--- src/rtl/ebs_pkg.sv ---
package ebs_pkg;
  typedef enum logic [1:0] {
    ST_IDLE   = 2'd0,
    ST_SETUP  = 2'd1,
    ST_STROBE = 2'd2
  } ebs_state_e;
endpackage

--- src/rtl/ebs_sync.sv ---
module ebs_sync #(
  parameter int STAGES = 2
) (
  input  logic clk_i,
  input  logic rst_ni,
  input  logic d_i,
  output logic q_o
);
  logic [STAGES-1:0] sq;

  always_ff @(posedge clk_i or negedge rst_ni) begin
    if (!rst_ni) sq <= '0;
    else         sq <= {sq[STAGES-2:0], d_i};
  end

  assign q_o = sq[STAGES-1];
endmodule

--- src/rtl/ebs_timer.sv ---
module ebs_timer #(
  parameter int CW = 3
) (
  input  logic          clk_i,
  input  logic          rst_ni,
  input  logic          load_i,
  input  logic [CW-1:0] init_i,
  input  logic          run_i,
  input  logic          hold_i,
  output logic          last_o
);
  logic [CW-1:0] cnt_q;

  // counter freezes while held, so wait cycles add on top of n+1
  always_ff @(posedge clk_i or negedge rst_ni) begin
    if (!rst_ni)                             cnt_q <= '0;
    else if (load_i)                         cnt_q <= init_i;
    else if (run_i && !hold_i && cnt_q != '0) cnt_q <= cnt_q - 1'b1;
  end

  assign last_o = run_i && !hold_i && (cnt_q == '0);
endmodule

--- src/rtl/ext_bus_seq.sv ---
module ext_bus_seq
  import ebs_pkg::*;
#(
  parameter int AW          = 23,
  parameter int DW          = 16,
  parameter int NCS         = 4,
  parameter int CW          = 3,
  parameter int SYNC_STAGES = 2
) (
  input  logic              clk_i,
  input  logic              rst_ni,
  input  logic              req_i,
  input  logic              req_we_i,
  input  logic [AW-1:0]     req_addr_i,
  input  logic [DW/8-1:0]   req_lane_i,
  input  logic [NCS-1:0]    req_cs_i,
  input  logic [DW-1:0]     req_wdata_i,
  output logic              ready_o,
  output logic              done_o,
  output logic [DW-1:0]     rdata_o,
  input  logic [CW-1:0]     cfg_stretch_i,
  input  logic              cfg_wait_en_i,
  input  logic              wait_i,
  output logic [AW-1:0]     bus_addr_o,
  output logic              bus_re_no,
  output logic              bus_we_no,
  output logic [NCS-1:0]    bus_cs_no,
  output logic [DW/8-1:0]   bus_bs_no,
  output logic [DW-1:0]     bus_dout_o,
  output logic              bus_doe_o,
  input  logic [DW-1:0]     bus_din_i
);
  localparam int NL = DW / 8;

  ebs_state_e          state_q, state_d;
  logic                we_q;
  logic [AW-1:0]       addr_q;
  logic [NL-1:0]       lane_q;
  logic [NCS-1:0]      cs_q;
  logic [DW-1:0]       wdata_q;
  logic [DW-1:0]       rdata_q;
  logic                done_q;
  logic                wait_s;
  logic                wait_eff;
  logic                last;
  logic                same_kind;
  logic                accept;
  logic                active;
  logic [DW-1:0]       lane_mask;

  ebs_sync #(.STAGES(SYNC_STAGES)) u_wait_sync (
    .clk_i  (clk_i),
    .rst_ni (rst_ni),
    .d_i    (wait_i),
    .q_o    (wait_s)
  );

  assign wait_eff = cfg_wait_en_i && wait_s;

  ebs_timer #(.CW(CW)) u_timer (
    .clk_i  (clk_i),
    .rst_ni (rst_ni),
    .load_i (state_q == ST_SETUP),
    .init_i (cfg_stretch_i),
    .run_i  (state_q == ST_STROBE),
    .hold_i (wait_eff),
    .last_o (last)
  );

  generate
    for (genvar l = 0; l < NL; l++) begin : g_lane
      assign lane_mask[8*l +: 8] = {8{lane_q[l]}};
    end
  endgenerate

  // chaining only keeps chip select when direction and target match
  assign same_kind = (req_we_i == we_q) && (req_cs_i == cs_q);
  assign ready_o   = (state_q == ST_IDLE) || (last && same_kind);
  assign accept    = req_i && ready_o;

  always_comb begin
    state_d = state_q;
    unique case (state_q)
      ST_IDLE:   if (accept) state_d = ST_SETUP;
      ST_SETUP:  state_d = ST_STROBE;
      ST_STROBE: if (last) state_d = accept ? ST_SETUP : ST_IDLE;
      default:   state_d = ST_IDLE;
    endcase
  end

  always_ff @(posedge clk_i or negedge rst_ni) begin
    if (!rst_ni) begin
      state_q <= ST_IDLE;
      we_q    <= 1'b0;
      addr_q  <= '0;
      lane_q  <= '0;
      cs_q    <= '0;
      wdata_q <= '0;
    end else begin
      state_q <= state_d;
      if (accept) begin
        we_q    <= req_we_i;
        addr_q  <= req_addr_i;
        lane_q  <= req_lane_i;
        cs_q    <= req_cs_i;
        wdata_q <= req_wdata_i;
      end
    end
  end

  always_ff @(posedge clk_i or negedge rst_ni) begin
    if (!rst_ni) begin
      rdata_q <= '0;
      done_q  <= 1'b0;
    end else begin
      done_q <= last;
      if (last && !we_q) rdata_q <= bus_din_i & lane_mask;
    end
  end

  assign active     = (state_q != ST_IDLE);
  assign bus_addr_o = addr_q;
  assign bus_cs_no  = active ? ~cs_q : '1;
  assign bus_bs_no  = active ? ~lane_q : '1;
  assign bus_re_no  = !((state_q == ST_STROBE) && !we_q);
  assign bus_we_no  = !((state_q == ST_STROBE) && we_q);
  assign bus_doe_o  = active && we_q;
  assign bus_dout_o = wdata_q;
  assign done_o     = done_q;
  assign rdata_o    = rdata_q;
endmodule

--- config.mk ---
export PLATFORM = sky130hd
export DESIGN_NAME = ext_bus_seq
export DESIGN_NICKNAME = d
export VERILOG_FILES = /design/src/rtl/ebs_pkg.sv /design/src/rtl/ebs_sync.sv /design/src/rtl/ebs_timer.sv /design/src/rtl/ext_bus_seq.sv
export SDC_FILE = /design/constraint.sdc
export NUM_CORES = 1
export LEC_CHECK = 0
export CAP_MARGIN = 25
export CORE_ASPECT_RATIO = 1.2
export CORE_MARGIN = 5
export CORE_UTILIZATION = 46
export DETAILED_ROUTE_END_ITERATION = 10
export PLACE_DENSITY_LB_ADDON = 0.1
export SYNTH_ARGS = -nofsm -noshare
export SYNTH_HDL_FRONTEND = slang
export SYNTH_SLANG_ARGS = --single-unit
--- constraint.sdc ---
create_clock -name clk_i -period 3.6 [get_ports clk_i]
set_input_delay 0.54 -clock clk_i [delete_from_list [all_inputs] [get_ports clk_i]]
set_output_delay 0.54 -clock clk_i [all_outputs]
set_load 0.01 [all_outputs]
==> impl_metrics.py <==
metrics = {
    "routing": {
        "drt_pass1_iterations": 4,
        "first_iter_violations": 164,
        "via_count": 2808,
        "drc_errors": 0,
        "ant_nets": 0,
        "via_per_inst": 5.14,
        "drt_wl_total_microns": 8820,
        "wire_per_inst_microns": 16.2,
    },
    "layout": {
        "layout-area-overhead-vs-synth_pct": 47.9,
        "nNetsFinal": 526,
        "stdcell_count": 546,
        "antenna_cells": 0,
        "finalCoreUtilization_pct": 70.5,
        "drive_above_1_share_pct": 11.1,
    },
    "sta": {
        "worst_clock_skew_ns": 0.00856,
        "fmax_mhz": 334,
        "period_minus_slack_ns": 2.99,
        "setup-tns-final_ns": 0,
        "whs_ns": 0.266,
        "drv_slew": 0,
        "rsz0062_at_grt": "no",
        "worstMarginPinSlew_ns": 0.902,
        "setup-violations-final": 0,
        "period_share_pct": 83.0,
        "maxSlewHeadroom_pct": 39.9,
        "finalHoldViolCount": 0,
    },
    "critical_path": {
        "r2r-start": "u_timer.cnt_q[0]",
        "required_ns": 3.06,
        "cp_slowest_stage_delay_ns": 0.55,
        "endpoint_kind": "output pin",
        "crit_path_start": "req_cs_i[2]",
        "crit_path_start_kind": "primary input",
        "critical-path-top-delay-family": "buffers and inverters",
        "crit_fanout": 2,
        "cp_common_cell": "clkdlybuf4s50_1",
        "cp_num_buf_inv": 3,
        "arrival_ns": 2.45,
        "cp_cell_sequence": "clkdlybuf4s50_1 -> xnor2_1 -> nand2_1 -> o41a_2 -> inv_1 -> clkdlybuf4s50_1",
        "slowest_stage": "clkdlybuf4s50_1",
        "crit_type": "primary input to output pin",
    },
    "power": {
        "vdd_ir_drop_max_uv": 407,
        "p_total_uw": 3860,
        "power_density_nw_per_um2": 789,
        "leakagePower_uw": 0.00222,
    },
    "clock_tree": {
        "tritoncts": "built",
        "clock_path_buffers": 2,
        "cts.clk_slew.worst_paths_ns": 0.08,
        "cts_buffers": 9,
        "insertion_delay_ns": 0.34,
        "root_buffer": "clkbuf_8",
        "cts_setup_buffers": 0,
        "cts_resized": 0,
        "htreeDepth": 3,
        "clock-sinks": 70,
        "hold_buffers": 0,
    },
    "logic_synthesis": {
        "ys_warn_count": 0,
        "synth_nets": 400,
        "syn_avg_cell_area_sq_um": 10.1,
        "syn_area_sq_um": 3310,
        "synth_cell_type_count": 28,
        "ys_seq_area_share_pct": 53.0,
        "syn_inst": 328,
        "yosys_register_bits": 70,
    },
    "placement": {
        "dp.cells": 530,
        "gp_congestion": 0.780,
        "port_buffers": 135,
        "dp_hpwl_microns": 6160,
    },
    "outcome": {
        "status": "completed",
    },
    "die": {
        "core_area_sq_um": 6940,
        "die-area_sq_um": 8990,
        "start_util_pct": 47.7,
        "io_pins": 136,
        "rows": 33,
        "fp.dieH_microns": 103,
        "die_w_microns": 87.4,
    },
    "grt": {
        "grt_pass1_vias": 2940,
        "grt_pass1_wl_microns": 14400,
        "overflow": 0,
        "grt_usage_pct": 20.6,
        "grt_max_degree": 48,
        "antenna_found_initial": 0,
    },
    "worst_hold_path": {
        "min_path_type": "primary input to async pin",
    },
    "run": {
        "max_cap_violations": 0,
    },
}
flip-flops by register name (all words and copies together) (netlist names):
signal / cells
state_q: 2
u_timer.cnt_q: 3
bus_dout_o: 16
u_wait_sync.sq: 2
lane_q: 2
rdata_o: 16
done_o: 1
cs_q: 4
bus_addr_o: 23
we_q: 1
cells in the mapped netlist, drive strengths merged:
| cell | n | share of area (%) |
|---|---|---|
| nor4b | 1 | 0.72 |
| nor2b | 1 | 0.19 |
| nand2b | 2 | 0.38 |
| mux2 | 1 | 0.34 |
| or2 | 2 | 0.38 |
| and2b | 1 | 0.26 |
| ha | 2 | 0.76 |
| nand4 | 1 | 0.19 |
| o41a | 1 | 0.34 |
| dfrtp | 70 | 53 |
| nor2 | 2 | 0.23 |
| o21ai | 19 | 2.9 |
| xor2 | 2 | 0.53 |
| xnor2 | 5 | 1.3 |
| inv | 67 | 7.6 |
| o32ai | 46 | 17 |
| nand3b | 1 | 0.61 |
| nand2 | 59 | 6.7 |
| nand3 | 17 | 2.6 |
| and4bb | 1 | 0.38 |
| clkbuf | 18 | 2.0 |
| buf | 7 | 1.5 |
| and2 | 1 | 0.19 |
| a21o | 1 | 0.23 |
routing by layer:
layer / wire (microns) / track usage, %
met1: 3710 / 26.3
met5: 0 / 0
met2: 4360 / 33.6
met4: 174 / 8.26
met3: 583 / 4.88
worst paths after layout:
kind,to,slack (ns),depth (start not counted)
worst max-delay path,ready_o,0.61,6
worst max register to register,lane_q[0],1.38,7
worst min register to register,u_wait_sync.sq[1],0.38,0
worst min-delay path,rdata_o[10],0.27,1
min in group clk_i,u_wait_sync.sq[1],0.38,0
max in group asynchronous,cs_q[1],2.54,2
report_power, final:
| part | total [uW] | switching, uW | internal (uW) |
|---|---|---|---|
| registers | 1380 | 230 | 1150 |
| logic | 1830 | 859 | 973 |
| clock network | 651 | 295 | 356 |
| total | 3860 | 1380 | 2480 |
stage by stage:
stage          setup WS, ns  cell area (sq um)
6_report              0.610               4890
3_5_place_dp          0.587               4680
3_3_place_gp          0.618               4680
2_1_floorplan          1.47               3310
5_1_grt               0.535               4890
4_1_cts               0.586               4890
logic make-up (layout without fill, tap and decap cells):
logic type | count (synthesis) | in the layout | share of synthesized area, %
muxes | 1 | 1 | 0.340
buffers and inverters | 92 | 223 | 11.2
AOI/OAI and AO/OA | 67 | 67 | 20.2
DFF | 70 | 70 | 53.0
xor gates and xnor gates | 7 | 7 | 1.85
and+or+nand+nor | 89 | 89 | 12.8
adders and majority gates | 2 | 2 | 0.756
worst reg2reg max path, cell delays in order (launching register included):
cell and delay [ns]:
dfrtp_1 0.36, inv_1 0.11, ha_1 0.17, nand2b_1 0.10, nand3b_4 0.20, o41a_2 0.51, buf_4 0.31, o32ai_1 0.34
placed cells by master, fill, tap and decap left out, drive strengths merged:
cell,n
inv,67
clkinv,1
and4bb,1
o32ai,46
nand3,17
a21o,1
mux2,1
nor2,2
dfrtp,70
nand4,1
nand3b,1
o21ai,19
xor2,2
and2,1
clkdlybuf4s50,134
nand2,59
nor2b,1
ha,2
o41a,1
and2b,1
nor4b,1
clkinvlp,3
or2,2
clkbuf,11
xnor2,5
bufinv,1
nand2b,2
buf,6
area by class of cell:
class | count | area [sq um]
multi-input combinational | 166 | 1190
clock inverter | 5 | 57.6
sequential | 70 | 1750
tap | 87 | 109
inverter | 67 | 251
fill | 525 | 2040
clock buffer | 11 | 151
timing repair buffer | 140 | 1380
Note: power is estimated with default switching activity, not from simulation.
